## config.mk

```make
export PLATFORM = sky130hd
export DESIGN_NAME = edge_cond_bank
export DESIGN_NICKNAME = d
export VERILOG_FILES = /design/src/rtl/edge_cond_pkg.sv /design/src/rtl/ecb_edge_det.sv /design/src/rtl/ecb_sync_chain.sv /design/src/rtl/ecb_channel.sv /design/src/rtl/edge_cond_bank.sv
export SDC_FILE = /design/constraint.sdc
export NUM_CORES = 1
export LEC_CHECK = 0
export ABC_AREA = 1
export BUFFER_PORTS_ARGS = -buffer_cell sky130_fd_sc_hd__buf_4
export CORE_ASPECT_RATIO = 0.7
export CORE_MARGIN = 2
export CORE_UTILIZATION = 50
export DETAILED_ROUTE_END_ITERATION = 10
export GPL_ROUTABILITY_DRIVEN = 0
export GPL_TIMING_DRIVEN = 0
export HOLD_SLACK_MARGIN = 0.12
export PLACE_DENSITY_LB_ADDON = 0.3
export SKIP_LAST_GASP = 1
export SLEW_MARGIN = 20
export SYNTH_ARGS = -nofsm -noshare
export SYNTH_HDL_FRONTEND = slang
export SYNTH_SLANG_ARGS = --single-unit
```

## constraint.sdc

```tcl
create_clock -name clk_i -period 1.4 [get_ports clk_i]
set_clock_uncertainty 0.1 [all_clocks]
set_input_delay 0.42 -clock clk_i [delete_from_list [all_inputs] [get_ports clk_i]]
set_output_delay 0.42 -clock clk_i [all_outputs]
set_load 0.02 [all_outputs]
```

## src/rtl/edge_cond_pkg.sv

```systemverilog
package edge_cond_pkg;
   localparam int CFG_W = 3;

   typedef struct packed {
      logic sync_en;   // bit 2: pass through synchronizer
      logic edge_en;   // bit 1: use edge pulse instead of level
      logic invert;    // bit 0: invert raw input
   } chan_cfg_t;
endpackage

```

## src/rtl/ecb_edge_det.sv

```systemverilog
module ecb_edge_det (
   input  logic clk_i,
   input  logic rst_i,
   input  logic lvl_i,
   input  logic cfg_chg_i,
   output logic pulse_o
);
   logic hist_q;
   logic pulse_q;

   always_ff @(posedge clk_i) begin
      if (rst_i) begin
         hist_q  <= 1'b0;
         pulse_q <= 1'b0;
      end else if (cfg_chg_i) begin
         hist_q  <= lvl_i;
         pulse_q <= 1'b0;
      end else begin
         hist_q  <= lvl_i;
         pulse_q <= lvl_i & ~hist_q;
      end
   end

   assign pulse_o = pulse_q;

   AST_PULSE_SELF_CLEAR: assert property (@(posedge clk_i) disable iff (rst_i)
      pulse_q |=> !pulse_q);
   AST_PULSE_HAS_HIGH_LEVEL: assert property (@(posedge clk_i) disable iff (rst_i)
      pulse_q |-> hist_q);
   AST_CFG_CHANGE_QUIET: assert property (@(posedge clk_i) disable iff (rst_i)
      cfg_chg_i |=> !pulse_q);
endmodule

```

## src/rtl/ecb_sync_chain.sv

```systemverilog
module ecb_sync_chain #(
   parameter int STAGES = 3
) (
   input  logic clk_i,
   input  logic rst_i,
   input  logic d_i,
   output logic q_o
);
   localparam int AGE_W = $clog2(STAGES + 1);

   if (STAGES < 2 || STAGES > 4) begin : g_bad_stages
      $error("ecb_sync_chain: STAGES must lie in 2..4");
   end

   logic [STAGES-1:0] stg_q;

   always_ff @(posedge clk_i) begin
      if (rst_i) stg_q <= '0;
      else       stg_q <= {stg_q[STAGES-2:0], d_i};
   end

   assign q_o = stg_q[STAGES-1];

   // edges since reset release, saturating; lets the latency check start cleanly
   logic [AGE_W-1:0] age_q;
   always_ff @(posedge clk_i) begin
      if (rst_i)                         age_q <= '0;
      else if (age_q != AGE_W'(STAGES))  age_q <= age_q + 1'b1;
   end

   AST_SYNC_LATENCY: assert property (@(posedge clk_i) disable iff (rst_i)
      (age_q == AGE_W'(STAGES)) |-> (q_o == $past(d_i, STAGES)));
endmodule

```

## src/rtl/ecb_channel.sv

```systemverilog
module ecb_channel
   import edge_cond_pkg::*;
#(
   parameter int SYNC_STAGES = 3
) (
   input  logic      clk_i,
   input  logic      rst_i,
   input  logic      din_i,
   input  chan_cfg_t cfg_i,
   output logic      dout_o
);
   chan_cfg_t cfg_q;
   logic      lvl;
   logic      cfg_chg;
   logic      pulse;
   logic      pre_sync;
   logic      synced;

   always_ff @(posedge clk_i) begin
      if (rst_i) cfg_q <= '0;
      else       cfg_q <= cfg_i;
   end

   assign cfg_chg = (cfg_i != cfg_q);
   assign lvl     = din_i ^ cfg_i.invert;

   ecb_edge_det u_det (
      .clk_i     (clk_i),
      .rst_i     (rst_i),
      .lvl_i     (lvl),
      .cfg_chg_i (cfg_chg),
      .pulse_o   (pulse)
   );

   assign pre_sync = cfg_i.edge_en ? pulse : lvl;

   ecb_sync_chain #(.STAGES(SYNC_STAGES)) u_sync (
      .clk_i (clk_i),
      .rst_i (rst_i),
      .d_i   (pre_sync),
      .q_o   (synced)
   );

   assign dout_o = cfg_i.sync_en ? synced : pre_sync;

   AST_BYPASS_NO_PULSE_WIDTH: assert property (@(posedge clk_i) disable iff (rst_i)
      (cfg_i.edge_en && !cfg_i.sync_en && dout_o && !cfg_chg) |=> (!dout_o || cfg_chg));
endmodule

```

## src/rtl/edge_cond_bank.sv

```systemverilog
module edge_cond_bank
   import edge_cond_pkg::*;
#(
   parameter int N_CH        = 16,
   parameter int SYNC_STAGES = 3
) (
   input  logic                  clk_i,
   input  logic                  rst_i,
   input  logic [N_CH-1:0]       din_i,
   input  logic [N_CH*CFG_W-1:0] cfg_i,
   output logic [N_CH-1:0]       dout_o
);
   if (N_CH < 1 || N_CH > 64) begin : g_bad_nch
      $error("edge_cond_bank: N_CH must lie in 1..64");
   end

   for (genvar ch = 0; ch < N_CH; ch++) begin : g_chan
      ecb_channel #(.SYNC_STAGES(SYNC_STAGES)) u_chan (
         .clk_i  (clk_i),
         .rst_i  (rst_i),
         .din_i  (din_i[ch]),
         .cfg_i  (chan_cfg_t'(cfg_i[ch*CFG_W +: CFG_W])),
         .dout_o (dout_o[ch])
      );
   end
endmodule

```

==> Yosys cells after proc, flatten, opt, wreduce, memory -nomap -nowiden <==
Cells that the tools add are included.
{ "classes": {"addsub": 0, "n_mul": 0, "n_div": 0, "magnitude_cmp": 0, "n_eq_ne": 16, "n_shift": 0, "mux": 32, "bitwise": 48, "n_reduce_logical": 16} }
{ "ops": {"columns": ["operator", "n"], "rows": [
  ["!= test 3 bit", 16],
  ["two-way mux 1 bit", 32],
  ["OR reduction 2 bit", 16],
  ["AND 1 bit", 16],
  ["inverter 1 bit", 16],
  ["bitwise XOR 1 bit", 16]
]} }
{ "totals": {"register_bits": 128, "latchBits": 0, "mem_bits_rw": 0, "mem_bits_ro": 0, "out_inout_bits": 16, "n_memories": 0} }

==> Depth between registers and ports, before layout <==
{ "depth": {"depth_word": 3, "ltp_mapped": 7, "mapped_depth_nobuf": 6} }

==> By module <==
From an unflattened synthesis, not the netlist that was laid out.
{ "hier_totals": {"hier_cells": 656, "hier_area_um2": 5004.8} }
{ "modules_own_cells": {"columns": ["module", "instances", "cells_per_inst", "area_per_inst_um2", "seq_area_each_um2"], "rows": [
  ["ecb_channel", 16, 23, 158.9, 60.1],
  ["ecb_sync_chain", 16, 9, 82.6, 60.1],
  ["ecb_edge_det", 16, 9, 71.3, 40.0]
]} }

==> Least setup slack after synthesis <==
No wires, ideal clock.
{ "synth_timing": {"kind": "input port to output port", "start": "input cfg_i[13]", "end": "output dout_o[4]", "arrival_ps": 1013, "t_required_ps": 880, "path_slack_ps": -133, "path_stages": 5, "n_path_buf": 1, "path_cell_list": "inv_1 > or2_2 > nand3_1 > nand2_1 > buf_4"} }
{ "synth_between": {"elab_chain_cells": 2} }
{ "synth_rtl": {"columns": ["item", "line_no", "rtl"], "rows": [
  ["start, declared", "edge_cond_bank.sv:10", "input logic [N_CH*CFG_W-1:0] cfg_i,"],
  ["two-way mux 1 bit", "ecb_channel.sv:35", "assign pre_sync = cfg_i.edge_en ? pulse : lvl;"],
  ["two-way mux 1 bit", "ecb_channel.sv:44", "assign dout_o = cfg_i.sync_en ? synced : pre_sync;"],
  ["end, declared", "edge_cond_bank.sv:11", "output logic [N_CH-1:0] dout_o"]
]} }
Every way passes these cells.

==> Worst setup path after layout <==
{ "layout_timing": {"start": "register g_chan[8].u_chan.u_det.pulse_q", "end": "output dout_o[8]"} }
{ "layout_between": {"elab_chain_cells": 2} }
{ "layout_rtl": {"columns": ["item", "line_no", "rtl"], "rows": [
  ["start, declared", "ecb_edge_det.sv:9", "logic pulse_q;"],
  ["start signal, assigned", "ecb_edge_det.sv:20", "pulse_q <= lvl_i & ~hist_q;"],
  ["two-way mux 1 bit", "ecb_channel.sv:35", null],
  ["two-way mux 1 bit", "ecb_channel.sv:44", null]
]} }
Every way passes these cells.

==> qor.csv <==
stage,metric,value,unit
status,violations,negative setup slack,
floorplan,die_area,11000,um2
worst_setup_path,crit_type,flop to output pin,
clock_network,insertion_delay,0.41,ns
worst_setup_path,crit_arrival,1.21,ns
logic_synthesis,ys_ff_latch,128,
timing,setup_tns,-4.81,ns
placed_design,hpwl,7.56,mm
clock_network,cts_sinks,128,
global_route,grtUsageTotal,0.201,
global_route,grt_pass1_vias,3925,
finish,layout.nets,865,
routing,vias,4194,
timing,fmaxAchievable,579,MHz
logic_synthesis,synth.net_count,781,
routing,drt_pass1_iterations,5,
placed_design,place_ws,-0.341,ns
power,p_leak,3.41,nW
global_route,grt_remaining_overflow,0,
finish,multi_input_area,2000,um2
floorplan,rows,30,
finish,drive_gt1_frac,0.272,
power,ir_drop,981,uV
global_route,grt_pass1_wl,17.4,mm
timing,setup_ws,-0.326,ns
clock_network,path_clk_slew,0.05,ns
routing,ant_nets,0,
timing,tightest_slew,0.293,ns
timing,max_slew_margin,0.804,
global_route,use_met3,0.0556,
global_route,grt_max_degree,17,
logic_synthesis,synth_cell_types,14,
worst_setup_path,cp.required,0.88,ns
logic_synthesis,synth_cells,715,
hold_path,hp-class,primary input to flop,
finish,seqCellArea,2570,um2
clock_network,cts_root_buf,clkbuf_16,
finish,area_growth,32.7,%
timing,finalSetupViolCount,16,
worst_setup_path,endpoint_kind,output pin,
floorplan,die_w,125,um
floorplan,initial_utilization,0.521,
finish,fillerInstances,767,
flow_run,cap_viol_max_count,0,
global_route,grtUsageMet2,0.347,
status,outcome,finished with violations,
global_route,antenna_found_initial,0,
worst_setup_path,start_kind,flop,
timing,period_minus_slack,1.73,ns
timing,rsz0062_at_grt,yes,
worst_setup_path,worstPathMaxFanout,2,
clock_network,hold_buffers,0,
routing,route.detailed.drc,0,
floorplan,fp.dieH,88.5,um
routing,vias_per_cell,4.46,
clock_network,cts_buffer_depth,2,
power,p_per_area,1360,nW/um2
logic_synthesis,synth_warnings,0,
clock_network,numCtsBuffers,17,
timing,final_max_slew_viol_count,0,
logic_synthesis,synth_area,5100,um2
clock_network,cts_tree,yes,
finish,antennaDiodeCount,0,
floorplan,core-area,9800,um2
clock_network,htreeDepth,4,
routing,avgRoutedWirePerCell,11.2,um
timing,period_share,1.23,
timing,hold_viol,0,
routing,drt-total-wl,10.5,mm
logic_synthesis,ys_seq_area_frac,0.502,
placed_design,portBuffers,80,
logic_synthesis,syn_area_per_cell,7.14,um2
routing,drtIter0Drc,229,
global_route,top_usage_layer,met2,
global_route,gr-usage-met1,0.239,
floorplan,num_io_pins,82,
-- state kept, by name, summed over array words and instances (netlist names) --
name	flops
g_chan.u_chan.u_sync.stg_q	48
g_chan.u_chan.cfg_q	48
g_chan.u_chan.u_det.hist_q	16
g_chan.u_chan.u_det.pulse_o	16
-- synthesized netlist by cell type --
library cell  instances  share of area
inv_1               133          0.098
nor2_1              139           0.10
buf_4                16          0.024
a21oi_1               1        0.00098
xnor2_1              13          0.022
o21ai_0              12          0.012
dfxtp_1             128           0.50
nand2_1             214           0.16
buf_12                1         0.0039
nor2_4               10          0.022
buf_6                 4         0.0088
buf_2                 7         0.0069
nand3_1              21          0.021
or2_2                16          0.020
-- metal layers --
metal / vias to the layer above / share of wire
met3: 21 / 0.048
met1: 1858 / 0.46
met5: - / 0
li1: 2225 / -
met2: 90 / 0.47
met4: 0 / 0.019
-- final timing paths --
path / startpoint / end / slack [ns] / cells after the start
setup / recovery: g_chan[8].u_chan.u_det.pulse_o$_SDFF_PP0_ / dout_o[8] / -0.33 / 4
hold / removal: cfg_i[15] / g_chan[5].u_chan.cfg_q[0]$_SDFF_PP0_ / 0.14 / 3
setup reg to reg: g_chan[5].u_chan.u_det.pulse_o$_SDFF_PP0_ / g_chan[5].u_chan.u_sync.stg_q[0]$_SDFF_PP0_ / 0.41 / 4
hold reg to reg: g_chan[7].u_chan.u_sync.stg_q[1]$_SDFF_PP0_ / g_chan[7].u_chan.u_sync.stg_q[2]$_SDFF_PP0_ / 0.29 / 2
-- layout make-up --
cell class,instances,share of cell area
plain buffers,12,0.0148
clock buffers,26,0.0722
clock inverters,6,0.0118
inverters,133,0.103
multi-input cells,426,0.296
flip-flops and latches,128,0.380
well taps,128,0.0236
repair buffers,81,0.0987
-- report_power, final --
group	switching [mW]	leakage, nW	total [mW]	internal [mW]
Combinational	0.601	2.07	1.08	0.479
Clock	1.48	0.282	4.23	2.75
Sequential	0.0613	1.06	3.89	3.83
Total	2.14	3.41	9.20	7.05
-- cell families after synthesis --
family                    count (synthesis)  share of synthesized area
and+or+nand+nor                         400                      0.322
buffers and inverters                   161                      0.141
DFF                                     128                      0.502
AOI/OAI and AO/OA                        13                     0.0127
xor gates and xnor gates                 13                     0.0223
-- cell usage in the layout (no fill, tap or decap) --
master       n
nand2_1    197
nor2_1     139
dfxtp_1    121
inv_1      101
buf_4       65
nand3_2     20
buf_6       20
nand2_2     17
clkbuf_16   17
inv_2       16
inv_12      16
or2_4       16
xnor2_1     13
o21ai_0     12
nor2_4      10
buf_2        7
dfxtp_2      7
clkbuf_1     6
clkinv_2     4
clkbuf_8     3
bufinv_16    2
buf_12       1
a21oi_1      1
nand3_1      1
-- through the flow --
| stage | cell area [um2] | hold WS [ns] | power [mW] | instances | util |
|---|---|---|---|---|---|
| floorplan | 5510 | 0.288 | 4.66 | 715 | - |
| global placement | 6270 | 0.290 | 5.02 | 923 | 0.640 |
| detailed placement | 6270 | 0.292 | 5.06 | 923 | 0.640 |
| CTS | 6770 | 0.129 | 9.25 | 940 | 0.691 |
| global route | 6770 | 0.139 | 9.56 | 940 | 0.691 |
| finish | 6770 | 0.139 | 9.20 | 940 | 0.691 |
-- critical path, cell delays in order (launching register included) --
cell,delay [ns]
dfxtp_2,0.31
or2_4,0.23
nand3_2,0.07
nand2_2,0.06
buf_6,0.13
-- what timing repair did --
| item | 4_1_cts | 5_1_grt |
|---|---|---|
| gates resized for setup | 36 | 3 |
| buffers inserted | 1 | 0 |
| setup endpoints to repair | 16 | 16 |
| pin swaps | 31 | 24 |
No activity file was read; power rests on OpenSTA's default activity.
